### src/rtl/afc_pkg.sv
package afc_pkg;

  // Hysteresis state of the receive-side decision.
  typedef enum logic {
    HYS_RUN  = 1'b0,  // RTS active, peer may send
    HYS_HOLD = 1'b1   // RTS inactive, peer must pause
  } hys_state_e;

endpackage

### src/rtl/afc_cts_gate.sv
module afc_cts_gate #(
  parameter int SYNC_STAGES = 2
) (
  input  logic clk,
  input  logic rst_n,
  input  logic cts_n,
  input  logic auto_cts_en,
  input  logic tx_req_valid,
  output logic tx_req_ready,
  output logic tx_start
);

  logic [SYNC_STAGES-1:0] sync_q;
  logic                   cts_active;

  // Synchronizer chain; reset to the inactive (high) pin level.
  generate
    if (SYNC_STAGES == 1) begin : g_one
      always_ff @(posedge clk or negedge rst_n) begin
        if (!rst_n) sync_q <= '1;
        else        sync_q <= cts_n;
      end
    end else begin : g_many
      always_ff @(posedge clk or negedge rst_n) begin
        if (!rst_n) sync_q <= '1;
        else        sync_q <= {sync_q[SYNC_STAGES-2:0], cts_n};
      end
    end
  endgenerate

  assign cts_active   = ~sync_q[SYNC_STAGES-1];
  assign tx_req_ready = ~auto_cts_en | cts_active;
  assign tx_start     = tx_req_valid & tx_req_ready;

  generate
    if (SYNC_STAGES == 2) begin : g_chk
      // CTS inactive on the last two samples blocks every start
      a_r3_cts_blocks: assert property (@(posedge clk) disable iff (!rst_n)
        (auto_cts_en && $past(cts_n) && $past(cts_n, 2)) |-> !tx_req_ready);
    end
  endgenerate

endmodule

### src/rtl/afc_thresh_sel.sv
module afc_thresh_sel #(
  parameter int LVL_W      = 7,
  parameter int FIELD_W    = 4,
  parameter int UNIT_SHIFT = 2
) (
  input  logic [FIELD_W-1:0] halt_field,
  input  logic [FIELD_W-1:0] resume_field,
  input  logic [LVL_W-1:0]   trig_level,
  output logic [LVL_W-1:0]   halt_lvl,
  output logic [LVL_W-1:0]   resume_lvl
);

  localparam logic [LVL_W-1:0] ONE = LVL_W'(1);

  logic                use_fallback;
  logic [LVL_W-1:0]    prog_halt;
  logic [LVL_W-1:0]    prog_resume;
  logic [LVL_W-1:0]    fb_halt;

  assign use_fallback = (halt_field == '0);
  assign prog_halt    = LVL_W'(halt_field)   << UNIT_SHIFT;
  assign prog_resume  = LVL_W'(resume_field) << UNIT_SHIFT;
  assign fb_halt      = (trig_level == '0) ? ONE : trig_level;

  always_comb begin
    if (use_fallback) begin
      halt_lvl   = fb_halt;
      resume_lvl = fb_halt - ONE;
    end else begin
      halt_lvl   = prog_halt;
      resume_lvl = prog_resume;
    end
  end

endmodule

### src/rtl/afc_rts_ctrl.sv
module afc_rts_ctrl
  import afc_pkg::*;
#(
  parameter int LVL_W      = 7,
  parameter int FIFO_DEPTH = 64
) (
  input  logic             clk,
  input  logic             rst_n,
  input  logic             auto_rts_en,
  input  logic             sw_rts,
  input  logic [LVL_W-1:0] rx_level,
  input  logic [LVL_W-1:0] halt_lvl,
  input  logic [LVL_W-1:0] resume_lvl,
  output logic             rts_n
);

  localparam logic [LVL_W-1:0] FULL_LVL = LVL_W'(FIFO_DEPTH);

  hys_state_e st_q, st_d;
  logic       at_halt, at_resume;
  logic       rts_n_q;

  assign at_halt   = (rx_level >= FULL_LVL) || (rx_level >= halt_lvl);
  assign at_resume = (rx_level <= resume_lvl);

  always_comb begin
    st_d = st_q;
    if (!auto_rts_en)   st_d = HYS_RUN;
    else if (at_halt)   st_d = HYS_HOLD;
    else if (at_resume) st_d = HYS_RUN;
  end

  always_ff @(posedge clk or negedge rst_n) begin
    if (!rst_n) begin
      st_q    <= HYS_RUN;
      rts_n_q <= 1'b1;
    end else begin
      st_q    <= st_d;
      rts_n_q <= auto_rts_en ? (st_d == HYS_HOLD) : ~sw_rts;
    end
  end

  assign rts_n = rts_n_q;

  // a full FIFO always silences the peer
  a_r9_full_halts: assert property (@(posedge clk) disable iff (!rst_n)
    (auto_rts_en && rx_level >= FULL_LVL) |=> rts_n);

  // reaching the halt threshold deactivates RTS
  a_r6_halt_level: assert property (@(posedge clk) disable iff (!rst_n)
    (auto_rts_en && rx_level >= halt_lvl) |=> rts_n);

  // software bit drives the pin while automatic RTS is off
  a_r5_sw_follow: assert property (@(posedge clk) disable iff (!rst_n)
    !auto_rts_en |=> (rts_n == !$past(sw_rts)));

  // inside the hysteresis window the pin does not move
  a_r7_hold_window: assert property (@(posedge clk) disable iff (!rst_n)
    ($past(rst_n) && $past(auto_rts_en) && auto_rts_en &&
     rx_level > resume_lvl && rx_level < halt_lvl && rx_level < FULL_LVL)
    |=> (rts_n == $past(rts_n)));

endmodule

### src/rtl/afc_flow_ctrl.sv
module afc_flow_ctrl #(
  parameter  int FIFO_DEPTH  = 64,
  parameter  int FIELD_W     = 4,
  parameter  int UNIT_SHIFT  = 2,
  parameter  int SYNC_STAGES = 2,
  localparam int LVL_W       = $clog2(FIFO_DEPTH + 1)
) (
  input  logic               clk,
  input  logic               rst_n,
  input  logic               auto_cts_en,
  input  logic               auto_rts_en,
  input  logic               sw_rts,
  input  logic               cts_n,
  input  logic [LVL_W-1:0]   rx_level,
  input  logic [FIELD_W-1:0] halt_field,
  input  logic [FIELD_W-1:0] resume_field,
  input  logic [LVL_W-1:0]   trig_level,
  input  logic               tx_req_valid,
  output logic               tx_req_ready,
  output logic               tx_start,
  output logic               rts_n
);

  logic [LVL_W-1:0] halt_lvl;
  logic [LVL_W-1:0] resume_lvl;

  afc_cts_gate #(
    .SYNC_STAGES (SYNC_STAGES)
  ) u_cts_gate (
    .clk          (clk),
    .rst_n        (rst_n),
    .cts_n        (cts_n),
    .auto_cts_en  (auto_cts_en),
    .tx_req_valid (tx_req_valid),
    .tx_req_ready (tx_req_ready),
    .tx_start     (tx_start)
  );

  afc_thresh_sel #(
    .LVL_W      (LVL_W),
    .FIELD_W    (FIELD_W),
    .UNIT_SHIFT (UNIT_SHIFT)
  ) u_thresh_sel (
    .halt_field   (halt_field),
    .resume_field (resume_field),
    .trig_level   (trig_level),
    .halt_lvl     (halt_lvl),
    .resume_lvl   (resume_lvl)
  );

  afc_rts_ctrl #(
    .LVL_W      (LVL_W),
    .FIFO_DEPTH (FIFO_DEPTH)
  ) u_rts_ctrl (
    .clk         (clk),
    .rst_n       (rst_n),
    .auto_rts_en (auto_rts_en),
    .sw_rts      (sw_rts),
    .rx_level    (rx_level),
    .halt_lvl    (halt_lvl),
    .resume_lvl  (resume_lvl),
    .rts_n       (rts_n)
  );

endmodule

### config.mk
export PLATFORM = sky130hd
export DESIGN_NAME = afc_flow_ctrl
export DESIGN_NICKNAME = d
export VERILOG_FILES = /design/src/rtl/afc_pkg.sv /design/src/rtl/afc_cts_gate.sv /design/src/rtl/afc_thresh_sel.sv /design/src/rtl/afc_rts_ctrl.sv /design/src/rtl/afc_flow_ctrl.sv
export SDC_FILE = /design/constraint.sdc
export NUM_CORES = 1
export LEC_CHECK = 0
export ABC_AREA = 1
export BUFFER_PORTS_ARGS = -buffer_cell sky130_fd_sc_hd__buf_2
export CAP_MARGIN = 30
export CORE_MARGIN = 2
export CORE_UTILIZATION = 44
export DETAILED_ROUTE_END_ITERATION = 8
export HOLD_SLACK_MARGIN = 0.02
export PLACE_DENSITY = 0.75
export SYNTH_ARGS = -nofsm -noshare
export SYNTH_HDL_FRONTEND = slang
export SYNTH_HIERARCHICAL = 1
export SYNTH_SLANG_ARGS = --single-unit
### constraint.sdc
create_clock -name clk -period 0.8 [get_ports clk]
set_input_delay 0.16 -clock clk [delete_from_list [all_inputs] [get_ports clk]]
set_output_delay 0.16 -clock clk [all_outputs]
set_load 0.01 [all_outputs]
Word-level counts from Yosys, hierarchy flattened
Cells that the tools add are included.
- register bits: 4
- input bits: 29
- output and inout bits: 3
- logic and storage cells: 22
- add/subtract/negate cells: 1
- order comparisons: 3
- mux-type cells: 7
- bitwise operators: 5
- reductions and logical operators: 3
- operators by type and width (kind ; count):
    $mux 7 ; 3
    $ge 7x7->1 ; 1
    $ge 7x7->1 const B ; 1
    $le 7x7->1 ; 1
    $logic_not 7->1 ; 1
    $sub 7x1->7 const B ; 1
    $logic_not 4->1 ; 1
    $mux 1 ; 4
    $not 1->1 ; 3
    $and 1x1->1 ; 1
    $logic_or 1x1->1 ; 1
    $or 1x1->1 ; 1

Depth between registers and ports, before layout
- depth in word-level cells: 9
- mapped depth: 18
- gate-level depth less buffers: 18

Modules after synthesis
Netlist, hierarchy kept.
- by module, submodules not included (module ; instances ; cells an instance ; area each (um^2) ; sequential area each (um^2)):
    afc_rts_ctrl ; 1 ; 76 ; 479.2 ; 51.3
    afc_thresh_sel ; 1 ; 62 ; 324.1 ; 0.0
    afc_cts_gate ; 1 ; 5 ; 68.8 ; 52.6

Worst setup path before layout
OpenSTA, ideal clock, no wires.
- path type: input to register
- from: input trig_level[3]
- to: register u_rts_ctrl.st_q
- setup time: 0.114 ns
- arrival: 1.815 ns
- data required time: 0.686 ns
- slack: -1.129 ns
- stages on the path: 18
- path buffers: 0
- cell sequence: nor2_2 nand3_2 nand2_2 inv_2 ha_1 nand3_1 o21ai_1 a21oi_1 inv_1 ha_1 nand2_2 inv_1 a21oi_1 nand2_1 nand2_1 nand2_1 nand2_1 inv_1
- word-level cells in the longest chain between the ends: 8
- elaborated cells between the ends (all ways): 11
- those cells by class: add/sub (1); order compare (2); mux (6); reduce/logical (2)
- RTL lines (element ; RTL line ; text):
    from (decl) ; afc_flow_ctrl.sv:17 ; input logic [LVL_W-1:0] trig_level,
    $logic_not 7->1 ; afc_thresh_sel.sv:23 ; assign fb_halt = (trig_level == '0) ? ONE : trig_level;
    $mux 7 * ; afc_thresh_sel.sv:23 ;
    $sub 7x1->7 * ; afc_thresh_sel.sv:28 ; resume_lvl = fb_halt - ONE;
    $mux 7 * ; afc_thresh_sel.sv:26 ; if (use_fallback) begin
    via resume_lvl[6] ; afc_flow_ctrl.sv:25 ; logic [LVL_W-1:0] resume_lvl;
    $le 7x7->1 * ; afc_rts_ctrl.sv:24 ; assign at_resume = (rx_level <= resume_lvl);
    $mux 1 * ; afc_rts_ctrl.sv:30 ; else if (at_resume) st_d = HYS_RUN;
    $mux 1 * ; afc_rts_ctrl.sv:29 ; else if (at_halt) st_d = HYS_HOLD;
    $mux 1 * ; afc_rts_ctrl.sv:28 ; if (!auto_rts_en) st_d = HYS_RUN;
    via u_rts_ctrl.st_d ; afc_rts_ctrl.sv:19 ; hys_state_e st_q, st_d;
    to (signal assigned) ; afc_rts_ctrl.sv:38 ; st_q <= st_d;
    to (decl) ; afc_rts_ctrl.sv:19 ;
Mark *: on every way through the listed nets, which the timed path passes. The rest lies on a longest branch.

Worst setup path after layout
- from: input trig_level[4]
- to: register u_rts_ctrl.rts_n_q (netlist: u_rts_ctrl/rts_n)
- word-level cells in the longest chain between the ends: 9
- elaborated cells between the ends (all ways): 12
- those cells by class: add/sub (1); order compare (2); mux (7); reduce/logical (2)
- RTL lines (element ; RTL line ; text):
    $logic_not 7->1 ; afc_thresh_sel.sv:23 ;
    $mux 7 * ; afc_thresh_sel.sv:23 ;
    $sub 7x1->7 * ; afc_thresh_sel.sv:28 ;
    $mux 7 * ; afc_thresh_sel.sv:26 ;
    via resume_lvl[6] ; afc_flow_ctrl.sv:25 ;
    $le 7x7->1 * ; afc_rts_ctrl.sv:24 ;
    $mux 1 * ; afc_rts_ctrl.sv:30 ;
    $mux 1 * ; afc_rts_ctrl.sv:29 ;
    $mux 1 * ; afc_rts_ctrl.sv:28 ;
    $mux 1 * ; afc_rts_ctrl.sv:39 ; rts_n_q <= auto_rts_en ? (st_d == HYS_HOLD) : ~sw_rts;
    to (signal assigned) ; afc_rts_ctrl.sv:39 ;
    to (decl) ; afc_rts_ctrl.sv:21 ; logic rts_n_q;
Marks and branches as above.

==> results_dict.tcl <==
set metrics [dict create \
    outcome "complete, but fails checks" \
    violations "negative setup slack" \
    synthCells 143 \
    clock_path_buffers 2 \
    pwr-share-seq 0.199 \
    drive_gt1_frac 0.468 \
    ys_ff_latch 4 \
    syn_area_um2 872 \
    dr_total_vias 1087 \
    first_global_vias 1064 \
    clock_latency_ns 0.25 \
    required_ns 1.00 \
    max_slew_margin 0.816 \
    initial_core_util 0.454 \
    dpl.hpwl_um 2030 \
    p_clk_frac 0.270 \
    p_leak_nw 0.781 \
    hold_viol 0 \
    min_period_ns 1.76 \
    power_density_nw_per_um2 815 \
    wirelength_um 2670 \
    fin_nets 246 \
    worstSetupPathType "in -> reg" \
    yosysSeqAreaShare 0.119 \
    cp.arrival_ns 1.95 \
    pre_cts_ws_ns -1.26 \
    numPortBuffers 31 \
    antenna_found_initial 0 \
    htree_levels 1 \
    antennaDiodeCount 0 \
    firstDrtPassIters 4 \
    cts_tree "done" \
    rows 16 \
    power.switching_w 0.000440 \
    fmax_mhz 570 \
    placed_cell_area_um2 1250 \
    clk_pin_slew_ns 0.05 \
    avgSynthCellArea_um2 6.10 \
    switching_share 0.380 \
    grt_use_total 0.234 \
    core_area_um2 1920 \
    syn2layout_area_growth_pct 63.0 \
    root_buffer "clkbuf_4" \
    antenna_left 0 \
    crit_fanout 3 \
    yosysWarnings 6 \
    avgRoutedWirePerCell_um 11.7 \
    die_h_um 48.5 \
    timing.final.ws_setup_ns -0.956 \
    endpoint_kind "flip-flop" \
    drtIter0Drc 27 \
    final_area_um2 1420 \
    synth_area_leader_cell "ha_1" \
    finClkSkew_ns 0.000210 \
    io-pin-count 32 \
    hold_class "in -> reg" \
    finalSetupViolCount 5 \
    synth.area.top_cells "ha_1, inv_1, nand2_1" \
    grt_max_degree 14 \
    clock-sinks 4 \
    cts-buffers-inserted 3 \
    rsz0062_at_grt "yes" \
    irDropWorstVdd_v 0.000812 \
    maxCapViolCount 0 \
    period_share 2.19 \
    drc 0 \
    synth_top_area_frac 0.215 \
    die_area_um2 2350 \
    worst-slew-pin-transition_ns 0.274 \
    gp_congestion 0.845 \
    combPwrFrac 0.531 \
    overflow 0 \
    worst_hold_slack_ns 0.120 \
    start_kind "primary input" \
    ys_types 22 \
    internal_power_w 0.000719 \
    viasPerCell 4.77 \
    grt_pass1_wl_um 4330 \
    final_util 0.740 \
    syn_nets 187 \
    fp.dieW_um 48.5 \
    slew_viol_final 0 \
    nFillCells 166 \
]
power groups by stage:
stage / Combinational (W) / Clock, W / Sequential (W)
floorplan: 0.000281 / 0 / 0.000233
global placement: 0.000485 / 0 / 0.000231
detailed placement: 0.000515 / 0 / 0.000231
CTS: 0.000586 / 0.000300 / 0.000230
global route: 0.000679 / 0.000316 / 0.000231
finish: 0.000615 / 0.000313 / 0.000231
synth_stat cells (all sizes together):
cell type and n:
nor2 22, ha 15, dfrtp 1, o21ai 7
inv 37, dfstp 3, a21boi 1, or2 1
xnor2 1, xor2 1, nand4 3, a21oi 5
nand2 35, buf 1, nand3 10
state kept, by name, summed over array words and instances, names as in the netlist:
name / cells
u_cts_gate/sync_q: 2
u_rts_ctrl/st_q: 1
u_rts_ctrl/rts_n: 1
stage by stage:
step	setup TNS, ns	cells	total power [W]
floorplan	-1.98	143	0.000514
global placement	-2.36	219	0.000715
detailed placement	-2.60	219	0.000746
CTS	-2.71	227	0.00112
global route	-3.03	228	0.00123
finish	-2.77	228	0.00116
placed cells by master (no fill, tap or decap):
cell           count
inv_1             31
nand2_1           28
buf_2             24
buf_4             23
nor2_1            16
ha_1              11
buf_6              6
nand2_2            6
inv_2              6
nand3_1            6
nor2_4             4
ha_4               4
o21ai_1            4
clkbuf_4           3
dfstp_2            3
a21oi_1            3
nand3_2            3
o21ai_2            3
dlygate4sd3_1      2
a21oi_2            2
nor2_2             2
nand4_1            2
clkbuf_1           1
nand2_4            1
a21boi_1           1
or2_2              1
dfrtp_1            1
nand4_4            1
xor2_1             1
xnor2_2            1
nand3_4            1
what timing repair did:
action	in CTS	in global routing
pin swaps	24	17
hold buffers	1	1
buffers inserted	3	0
gates resized for setup	18	7
endpoints found under the setup margin	5	5
hold endpoints to repair	4	1
logic make-up (layout without fill, tap and decap cells):
family,Yosys count,after routing,synth area share
fa+ha+maj,15,15,0.215
flops,4,4,0.119
compound gates,13,13,0.0904
simple gates,71,71,0.383
xor+xnor,2,2,0.0201
buf+inv,38,96,0.172
worst paths after layout:
path	from	endpoint	slack, ns	cells past startpoint
setup / recovery	trig_level[4]	u_rts_ctrl/rts_n	-0.96	19
hold / removal	sw_rts	u_rts_ctrl/rts_n	0.12	3
setup reg to reg	u_rts_ctrl/st_q	u_rts_ctrl/st_q	-0.04	5
hold reg to reg	u_cts_gate/sync_q[0]	u_cts_gate/sync_q[1]	0.36	0
max in group asynchronous	rst_n	u_cts_gate/sync_q[1]	0.31	2
min in group asynchronous	rst_n	u_rts_ctrl/st_q	0.29	2
layout make-up:
cell class | count | area [µm²] | share of cell area
Clock buffer | 4 | 26.3 | 0.0185
Timing Repair Buffer | 55 | 380 | 0.268
Multi-Input combinational cell | 101 | 738 | 0.519
Sequential cell | 4 | 104 | 0.0731
Inverter | 37 | 139 | 0.0977
Tap cell | 27 | 33.8 | 0.0238
layer usage:
metal | GRT usage | wire length [µm] | vias up
li1 | - | - | 556
met1 | 0.252 | 1020 | 504
met2 | 0.484 | 1550 | 22
met3 | 0.00617 | 62 | 5
met4 | 0.0714 | 38 | 0
met5 | 0 | 0 | -
critical path, cell delays in order:
cell	delay, ns
buf_6	0.10
nor2_4	0.12
nand3_2	0.09
nand2_2	0.09
inv_2	0.05
ha_4	0.18
nand3_4	0.07
o21ai_2	0.06
a21oi_1	0.11
inv_1	0.08
ha_4	0.29
nand2_4	0.06
nor2_4	0.11
nand2_1	0.06
nand2_1	0.07
nand2_1	0.06
nand2_1	0.06
nand2_1	0.06
nand2_1	0.06
(Power assumes the default switching activity.)
